`src/rtl/sine_pwm_pkg.sv`:
```
package sine_pwm_pkg;

    typedef enum logic {
        CAR_RISE = 1'b0,
        CAR_FALL = 1'b1
    } car_dir_e;

    typedef enum logic {
        DUTY_LOW  = 1'b0,
        DUTY_HIGH = 1'b1
    } duty_state_e;

endpackage

```
`src/rtl/sine_pwm_carrier.sv`:
```
module sine_pwm_carrier
    import sine_pwm_pkg::*;
#(
    parameter int CAR_W = 11,
    parameter int DIV_W = 8
) (
    input  logic             clk,
    input  logic             rst_n,
    input  logic [CAR_W-1:0] car_peak,
    input  logic [DIV_W-1:0] step_div,
    input  logic             ref_sign,
    output logic [CAR_W-1:0] car_val,
    output logic             period_start,
    output logic             pos_half
);

    logic [DIV_W-1:0] presc_q;
    logic             step;
    car_dir_e         dir_q, dir_d;
    logic [CAR_W-1:0] car_q, car_d;
    logic             half_q;

    assign step = (presc_q >= step_div);

    always_ff @(posedge clk or negedge rst_n) begin
        if (!rst_n) begin
            presc_q <= '0;
        end else if (step) begin
            presc_q <= '0;
        end else begin
            presc_q <= presc_q + 1'b1;
        end
    end

    // state register
    always_ff @(posedge clk or negedge rst_n) begin
        if (!rst_n) begin
            dir_q <= CAR_RISE;
            car_q <= '0;
        end else begin
            dir_q <= dir_d;
            car_q <= car_d;
        end
    end

    // next-state logic
    always_comb begin
        dir_d = dir_q;
        car_d = car_q;
        if (step) begin
            unique case (dir_q)
                CAR_RISE: begin
                    if (car_q < car_peak) begin
                        car_d = car_q + 1'b1;
                        if (car_q + 1'b1 == car_peak) begin
                            dir_d = CAR_FALL;
                        end
                    end else begin
                        dir_d = CAR_FALL;
                        if (car_q != '0) begin
                            car_d = car_q - 1'b1;
                        end
                    end
                end
                CAR_FALL: begin
                    if (car_q != '0) begin
                        car_d = car_q - 1'b1;
                        if (car_q == CAR_W'(1)) begin
                            dir_d = CAR_RISE;
                        end
                    end else begin
                        dir_d = CAR_RISE;
                    end
                end
                default: begin
                    dir_d = CAR_RISE;
                end
            endcase
        end
    end

    assign period_start = step && (dir_q == CAR_RISE) && (car_q == '0);

    always_ff @(posedge clk or negedge rst_n) begin
        if (!rst_n) begin
            half_q <= 1'b1;
        end else if (period_start) begin
            half_q <= ~ref_sign;
        end
    end

    // outputs
    always_comb begin
        car_val  = car_q;
        pos_half = half_q;
    end

endmodule

```
`src/rtl/sine_pwm_comp.sv`:
```
module sine_pwm_comp #(
    parameter int DATA_W    = 12,
    parameter int GAIN_W    = 8,
    parameter int GAIN_FRAC = 4,
    parameter int CAR_W     = 11
) (
    input  logic signed [DATA_W-1:0] ref_smp,
    input  logic signed [DATA_W-1:0] meas_smp,
    input  logic        [GAIN_W-1:0] gain_a,
    input  logic        [GAIN_W-1:0] gain_b,
    input  logic        [CAR_W-1:0]  car_peak,
    output logic signed [CAR_W:0]    ctrl
);

    localparam int ERR_W = DATA_W + 1;
    localparam int P1_W  = ERR_W + GAIN_W + 1;
    localparam int P2_W  = P1_W + GAIN_W + 1;

    logic signed [ERR_W-1:0] err;
    logic signed [P1_W-1:0]  err_x, ga_x, p1_full, p1;
    logic signed [P2_W-1:0]  p1_x, gb_x, p2_full, p2, lim_x;

    assign err     = {ref_smp[DATA_W-1], ref_smp} - {meas_smp[DATA_W-1], meas_smp};
    assign err_x   = P1_W'(err);
    assign ga_x    = {{(P1_W-GAIN_W){1'b0}}, gain_a};
    assign p1_full = err_x * ga_x;
    assign p1      = p1_full >>> GAIN_FRAC;

    assign p1_x    = P2_W'(p1);
    assign gb_x    = {{(P2_W-GAIN_W){1'b0}}, gain_b};
    assign p2_full = p1_x * gb_x;
    assign p2      = p2_full >>> GAIN_FRAC;

    assign lim_x   = {{(P2_W-CAR_W){1'b0}}, car_peak};

    always_comb begin
        if (p2 > lim_x) begin
            ctrl = $signed({1'b0, car_peak});
        end else if (p2 < -lim_x) begin
            ctrl = -$signed({1'b0, car_peak});
        end else begin
            ctrl = p2[CAR_W:0];
        end
    end

endmodule

```
`src/rtl/sine_pwm_cmp.sv`:
```
module sine_pwm_cmp
    import sine_pwm_pkg::*;
#(
    parameter int CAR_W = 11
) (
    input  logic                  clk,
    input  logic                  rst_n,
    input  logic signed [CAR_W:0] ctrl,
    input  logic [CAR_W-1:0]      car_val,
    input  logic                  pos_half,
    output logic                  duty
);

    duty_state_e         st_q, st_d;
    logic signed [CAR_W:0] car_pos, car_neg;

    assign car_pos = $signed({1'b0, car_val});
    assign car_neg = -car_pos;

    // state register
    always_ff @(posedge clk or negedge rst_n) begin
        if (!rst_n) begin
            st_q <= DUTY_LOW;
        end else begin
            st_q <= st_d;
        end
    end

    // next-state logic
    always_comb begin
        st_d = st_q;
        if (pos_half) begin
            if (ctrl > car_pos) begin
                st_d = DUTY_HIGH;
            end else if (ctrl < car_pos) begin
                st_d = DUTY_LOW;
            end
        end else begin
            if (ctrl < car_neg) begin
                st_d = DUTY_HIGH;
            end else if (ctrl > car_neg) begin
                st_d = DUTY_LOW;
            end
        end
    end

    // outputs
    always_comb begin
        unique case (st_q)
            DUTY_HIGH: duty = 1'b1;
            DUTY_LOW:  duty = 1'b0;
            default:   duty = 1'b0;
        endcase
    end

endmodule

```
`src/rtl/sine_pwm_mod.sv`:
```
module sine_pwm_mod #(
    parameter int DATA_W    = 12,
    parameter int GAIN_W    = 8,
    parameter int GAIN_FRAC = 4,
    parameter int CAR_W     = DATA_W - 1,
    parameter int DIV_W     = 8
) (
    input  logic                     clk,
    input  logic                     rst_n,
    input  logic signed [DATA_W-1:0] ref_smp,
    input  logic signed [DATA_W-1:0] meas_smp,
    input  logic [GAIN_W-1:0]        gain_a,
    input  logic [GAIN_W-1:0]        gain_b,
    input  logic [CAR_W-1:0]         car_peak,
    input  logic [DIV_W-1:0]         step_div,
    output logic                     duty,
    output logic                     pos_half
);

    logic [CAR_W-1:0]      car_val;
    logic                  period_start;
    logic signed [CAR_W:0] ctrl_val;

    sine_pwm_carrier #(
        .CAR_W (CAR_W),
        .DIV_W (DIV_W)
    ) u_carrier (
        .clk          (clk),
        .rst_n        (rst_n),
        .car_peak     (car_peak),
        .step_div     (step_div),
        .ref_sign     (ref_smp[DATA_W-1]),
        .car_val      (car_val),
        .period_start (period_start),
        .pos_half     (pos_half)
    );

    sine_pwm_comp #(
        .DATA_W    (DATA_W),
        .GAIN_W    (GAIN_W),
        .GAIN_FRAC (GAIN_FRAC),
        .CAR_W     (CAR_W)
    ) u_comp (
        .ref_smp  (ref_smp),
        .meas_smp (meas_smp),
        .gain_a   (gain_a),
        .gain_b   (gain_b),
        .car_peak (car_peak),
        .ctrl     (ctrl_val)
    );

    sine_pwm_cmp #(
        .CAR_W (CAR_W)
    ) u_cmp (
        .clk      (clk),
        .rst_n    (rst_n),
        .ctrl     (ctrl_val),
        .car_val  (car_val),
        .pos_half (pos_half),
        .duty     (duty)
    );

endmodule

```
`config.mk`:
```
export PLATFORM = sky130hd
export DESIGN_NAME = sine_pwm_mod
export DESIGN_NICKNAME = d
export VERILOG_FILES = /design/src/rtl/sine_pwm_pkg.sv /design/src/rtl/sine_pwm_carrier.sv /design/src/rtl/sine_pwm_comp.sv /design/src/rtl/sine_pwm_cmp.sv /design/src/rtl/sine_pwm_mod.sv
export SDC_FILE = /design/constraint.sdc
export NUM_CORES = 1
export LEC_CHECK = 0
export ABC_AREA = 1
export CORE_MARGIN = 3
export CORE_UTILIZATION = 25
export DETAILED_ROUTE_END_ITERATION = 8
export HOLD_SLACK_MARGIN = 0.05
export PLACE_DENSITY = 0.36
export SLEW_MARGIN = 20
export SYNTH_ARGS = -nofsm -noshare
export SYNTH_HDL_FRONTEND = slang
export SYNTH_SLANG_ARGS = --single-unit
```
`constraint.sdc`:
```
create_clock -name clk -period 8.55 [get_ports clk]
set_input_delay 0.855 -clock clk [delete_from_list [all_inputs] [get_ports clk]]
set_output_delay 0.855 -clock clk [all_outputs]
set_load 0.02 [all_outputs]
```
Yosys cells after proc, flatten, opt, wreduce, memory -nomap -nowiden

Cells that the tools add are included.

Input bits: 61
Flip-flop bits (word level): 22
Word-level logic and storage cells: 51
Output and inout bits: 2

Multipliers: 2
Muxes and demuxes: 17
Reductions and logical operators: 6
$lt $le $gt $ge: 8
Bitwise gates (word level): 3
Add/sub/neg operators: 7
Equal/unequal tests: 3

Operators with widths:

| operator                | number |
|---|---|
| $lt A23 B31 Y1          | 1 |
| $neg A11 Y31            | 1 |
| $mul A18 B9 Y27         | 1 |
| $gt A12 B12 Y1          | 2 |
| $lt A12 B12 Y1          | 2 |
| $mux W12                | 2 |
| $neg A11 Y12            | 2 |
| $gt A23 B12 Y1          | 1 |
| $mul A13 B9 Y22         | 1 |
| $mux W11                | 2 |
| $pmux W11 S2            | 1 |
| $sub A12 B12 Y13        | 1 |
| $add A11 B1 Y11 const B | 1 |
| $eq A11 B1 Y1 const B   | 1 |
| $eq A11 B11 Y1          | 1 |
| $logic_not A11 Y1       | 1 |
| $lt A11 B11 Y1          | 1 |
| $reduce_bool A11 Y1     | 1 |
| $sub A11 B1 Y11 const B | 1 |
| $mux W1                 | 9 |
| $add A8 B1 Y8 const B   | 1 |
| $ge A8 B8 Y1            | 1 |
| $mux W8                 | 1 |
| $pmux W1 S2             | 2 |
| 5 further kinds         | 8 |

Depth between registers and ports, before layout

Word-level depth: 10
Gate-level depth with buffers: 95
Gate-level depth less buffers: 95

Cells and area by module

A second synthesis with hierarchy kept.

Cells, all modules: 2,059
Area total of the unflattened synthesis: 14,188.6 um^2

Modules (own cells, without submodules):

| module           | instances | sequential area each (um^2) | cells an instance | area an instance (um^2) |
|---|---|---|---|---|
| sine_pwm_comp    | 1         | 0.0                         | 1,576             | 11,099.4 |
| sine_pwm_carrier | 1         | 526.8                       | 345               | 2,225.9 |
| sine_pwm_cmp     | 1         | 25.0                        | 138               | 863.3 |

Worst setup path after synthesis

Ideal clock, no wire load.

Path type: input port to flip-flop
Start: input ref_smp[0]
End: register u_cmp.st_q
Library setup time: 0.113 ns
Setup slack: -5.064 ns
Required time: 8.437 ns
Arrival time: 13.502 ns
Stages on the path: 88
Cells stage by stage: inv_1 ha_1 fa_1 o21ai_0 nand2_1 nand2_1 a21oi_1 or2_2 nand2_1 a21oi_1 or2_2 nand2_1 a21oi_1 or2_2 a22oi_1 inv_1 nand2_1 inv_1 [52 not listed] clkbuf_1 nand2_1 o211ai_1 o21ai_0 inv_1 ha_1 a21oi_1 nor2_1 a211oi_1 nand2_1 inv_2 nand2_2 nand2_1 nand3_2 nand2_1 nand2_1 nand2_1 inv_1

Longest elaborated chain between the ends: 9
Elaborated cells on any way between the ends: 17
Those cells by class: add/sub: 1; mul: 2; order compare: 6; eq/ne: 1; mux: 5; reduce/logical: 2

RTL lines:

| element                                                | line                | source |
|---|---|---|
| start: declaration                                     | sine_pwm_mod.sv:10  | `input logic signed [DATA_W-1:0] ref_smp,` |
| $sub A12 B12 Y13 *                                     | sine_pwm_comp.sv:23 | `assign err = {ref_smp[DATA_W-1], ref_smp} - {meas_smp[DATA_W-1], meas_smp};` |
| $mul A13 B9 Y22 *                                      | sine_pwm_comp.sv:26 | `assign p1_full = err_x * ga_x;` |
| $mul A18 B9 Y27 *                                      | sine_pwm_comp.sv:31 | `assign p2_full = p1_x * gb_x;` |
| $lt A23 B31 Y1                                         | sine_pwm_comp.sv:39 | `end else if (p2 < -lim_x) begin` |
| $mux W12                                               | sine_pwm_comp.sv:39 |  |
| $mux W12 *                                             | sine_pwm_comp.sv:37 | `if (p2 > lim_x) begin` |
| $lt A12 B12 Y1, or another cell as far along           | sine_pwm_cmp.sv:35  | `end else if (ctrl < car_pos) begin` |
| $ne A3 B1 Y1 (no line), or another cell as far along   | --                  |  |
| $reduce_and A2 Y1 (no line) or $mux W1 (tied branches) | --                  |  |
| end signal: assignment                                 | sine_pwm_cmp.sv:25  | `st_q <= st_d;` |
| end: declaration                                       | sine_pwm_cmp.sv:14  | `duty_state_e st_q, st_d;` |

Mark *: on every way between the ends. The rest lies on a longest branch, timed or not.
A chain may end at the register's enable or synchronous reset.

Final worst setup path

Same ends and word-level chain as after synthesis.

==> results <==
- The most used flip-flop cell after synthesis is dfrtp_1.
- The nature of the critical path startpoint is a primary input.
- The maximum net fanout on the critical path is 5.
- In this run the cell area of the synthesized design comes to 13680 µm².
- The first detailed-routing pass ran for 5 iterations.
- The clock tree buffer depth is 2.
- In the final layout, the share of cells above drive strength 1 is 0.2431.
- The final-report max-slew violation count came to 0.
- The later pin in the worst-skew pair is clocked with a latency of 280 ps.
- Entering global routing, the biggest net connects 23 pins.
- The number of primary I/O pins is 63.
- Timing would allow up to 0.07580 GHz.
- After synthesis, the share of flip-flops with an asynchronous set or reset is 1.000.
- At the end of routability-driven placement, the weighted congestion stood at 0.8182.
- The number of setup violations in the final report is 1.
- Across the run, the number of max-cap violations was 0.
- The remaining number of nets flagged by the antenna check after routing is 0.
- Synthesis inferred 22 register bits.
- Dividing the detail-routed wire length by the instance count gives 12.87 µm.
- The most numerous cell on the critical path is nand2_1.
- For this run, the number of Yosys warnings is 0.
- The clock tree root buffer cell is clkbuf_16.
- The maximum level of the CTS H-tree is 1.
- The post-layout minimum cycle time is 13190 ps.
- The antenna diode instance count is 0.
- Clock-pin slew was measured on the worst setup and hold paths at 70 ps.
- In this run the tightest slew margin relative to its limit is 0.4477.
- The number of DRC violations after detailed routing is 0.
- The most frequent standard cell in the layout excluding fill and tap cells is inv_1.
- The floorplan has 85 rows.
- The average vias per placed instance is 4.242.
- In this design, the stage delay of the slowest critical-path cell is 560 ps.
- The total negative slack is -4642 ps.
- The TritonCTS clock tree is done.
- The clock tree skew after final layout is 14.35 ps.
- The minimum setup slack in the final design is -4642 ps.
- The hold-fix buffer count after cts is 0.
- The placed cell count is 2944.
- The number of hold violations in the final report is 0.
- The number of port buffers is 62.
- The critical path in this run is classified as in -> reg.
- At the worst endpoint, the arrival time is 13370 ps.
- The area growth from synthesis to final layout is 33.10%.
- The global router's overall resource usage is 0.1380.
- The path class of the tightest hold or removal check is reg -> reg.
- Detailed routing inserted a total of 12585 vias.
- The flow ran to the end, but the final reports show violations.
- Of the synthesized area, sequential elements account for 0.04035.
- The floorplan step defined a core boundary enclosing 53920 µm².
- The final reports fail on negative setup slack.
- The final layout contains 2715 nets.
- Global routing finished with a remaining overflow of 0.
- After legalization and detailed placement, the total HPWL measured 34.16 mm.
- The endpoint class of the critical path is a flop.
- The CTS buffer count is 3.
- Synthesis produced a netlist whose cell count is 1949.
- The largest individual stage delay along the critical path comes from the cell fa_1.
- The height of the chip is 239.9 µm.
- The clock drives 22 sinks.
- The sum of buffers and inverters on the critical path is 19.
- The number of antenna violations at the first check in global routing was 0.
- The number of nets in the synthesized netlist is 2392.
- In the layout the commonest cells are 469 x inv_1, 346 x nand2_1, 278 x buf_4.
- Grouping stages by cell kind, the critical path spends the most delay in adder cells.
- The final critical-path share of the clock period is 1.543.
- The worst register-to-register path has a setup slack of 5020 ps.
- The via count of the first global-routing pass is 13240.
- For this block, the routed nets add up to 38.19 mm of wire.
- Setup repair after global routing could not meet its margin everywhere.
- The count of placed standard cells in the final layout, fillers left out is 2967.
- The initial utilization of the core area, before any placement, comes to 0.2536.
- Dividing the synthesized area by the synthesized cell count gives 7.017 µm².
- The wire length of the first global-routing pass is 65.65 mm.
- The full die area is 57540 µm².
- The number of enable flip-flop cells after synthesis is 0.
- Measured along the x axis, the die boundary spans 239.9 µm.
- The netlist uses 50 different library cells.
- The data required time of the worst path is 8730 ps.
- The worst-margin pin slew is 826.1 ps.
- The detailed router finished its first iteration with 481 violations.
-- worst paths after layout --
check | startpoint | to | cells after the start
setup / recovery | ref_smp[0] | u_cmp.st_q$_DFFE_PN0P_ | 86
hold reg to reg | u_carrier.presc_q[0]$_DFF_PN0_ | u_carrier.presc_q[0]$_DFF_PN0_ | 1
hold / removal | u_carrier.presc_q[0]$_DFF_PN0_ | u_carrier.presc_q[0]$_DFF_PN0_ | 1
min in group asynchronous | rst_n | u_cmp.st_q$_DFFE_PN0P_ | 1
setup reg to reg | u_carrier.car_val[0]$_DFFE_PN0N_ | u_cmp.st_q$_DFFE_PN0P_ | 23
max in group asynchronous | rst_n | u_carrier.pos_half$_DFFE_PN1P_ | 1
-- through the flow --
step | utilization | setup slack (ps) | hold slack, ps | cell area, µm²
6_report | 0.3376 | -4642 | 499.5 | 18200
5_1_grt | 0.3376 | -5419 | 506.4 | 18200
4_1_cts | 0.3221 | -5416 | 501.0 | 17370
3_5_place_dp | 0.3191 | -6066 | 494.1 | 17210
3_3_place_gp | 0.3192 | -6119 | 507.4 | 17210
2_1_floorplan | - | -4458 | 453.6 | 13820
-- sequential cells by signal, summed over array words and instances (netlist names) --
register	cells
u_carrier.car_val	11
u_carrier.presc_q	8
u_carrier.dir_q	1
u_carrier.pos_half	1
u_cmp.st_q	1
-- synthesized netlist by cell type, types with 16 or more instances --
| master | number | share of area |
|---|---|---|
| xnor2_1 | 16 | 0.010 |
| xor2_1 | 51 | 0.033 |
| inv_1 | 506 | 0.14 |
| o21ai_0 | 49 | 0.018 |
| a21oi_1 | 82 | 0.030 |
| nand2_1 | 396 | 0.11 |
| dfrtp_1 | 21 | 0.038 |
| nor2_1 | 189 | 0.052 |
| ha_1 | 195 | 0.18 |
| nand3_1 | 62 | 0.023 |
| fa_1 | 187 | 0.27 |
| clkbuf_1 | 23 | 0.0063 |
-- area by class of cell --
| class | instances | area [µm²] |
|---|---|---|
| sequential | 22 | 551.8 |
| inverter | 522 | 1972 |
| fill | 5818 | 35720 |
| multi-input combinational | 1378 | 11940 |
| tap | 696 | 870.8 |
| timing repair buffer | 345 | 2785 |
| clock buffer | 4 | 78.83 |
-- what timing repair did --
action / CTS / global route
pin swaps: 9 / 153
buffers inserted: 4 / 14
setup endpoints to repair: 1 / 1
cloned: 0 / 1
gates resized for setup: 14 / 221
-- layer usage --
metal  up-vias  track usage  routed length, µm
met1      5922       0.2011              19810
met3         9     0.005506                908
met2       143       0.2355              17300
met5         -            0                  0
met4         0      0.01239                169
li1       6511            -                  -
-- logic make-up after synthesis --
| family | after synthesis | share of synthesized area |
|---|---|---|
| and+or+nand+nor | 745 | 0.2366 |
| buffers and inverters | 550 | 0.1521 |
| adders and majority gates | 382 | 0.4522 |
| AOI/OAI and AO/OA | 183 | 0.07585 |
| xor gates and xnor gates | 67 | 0.04291 |
| DFF | 22 | 0.04035 |
Power is left out: the tool's default activity adds up to more than one toggle a clock period on the data nets, which glitch-free logic cannot reach.
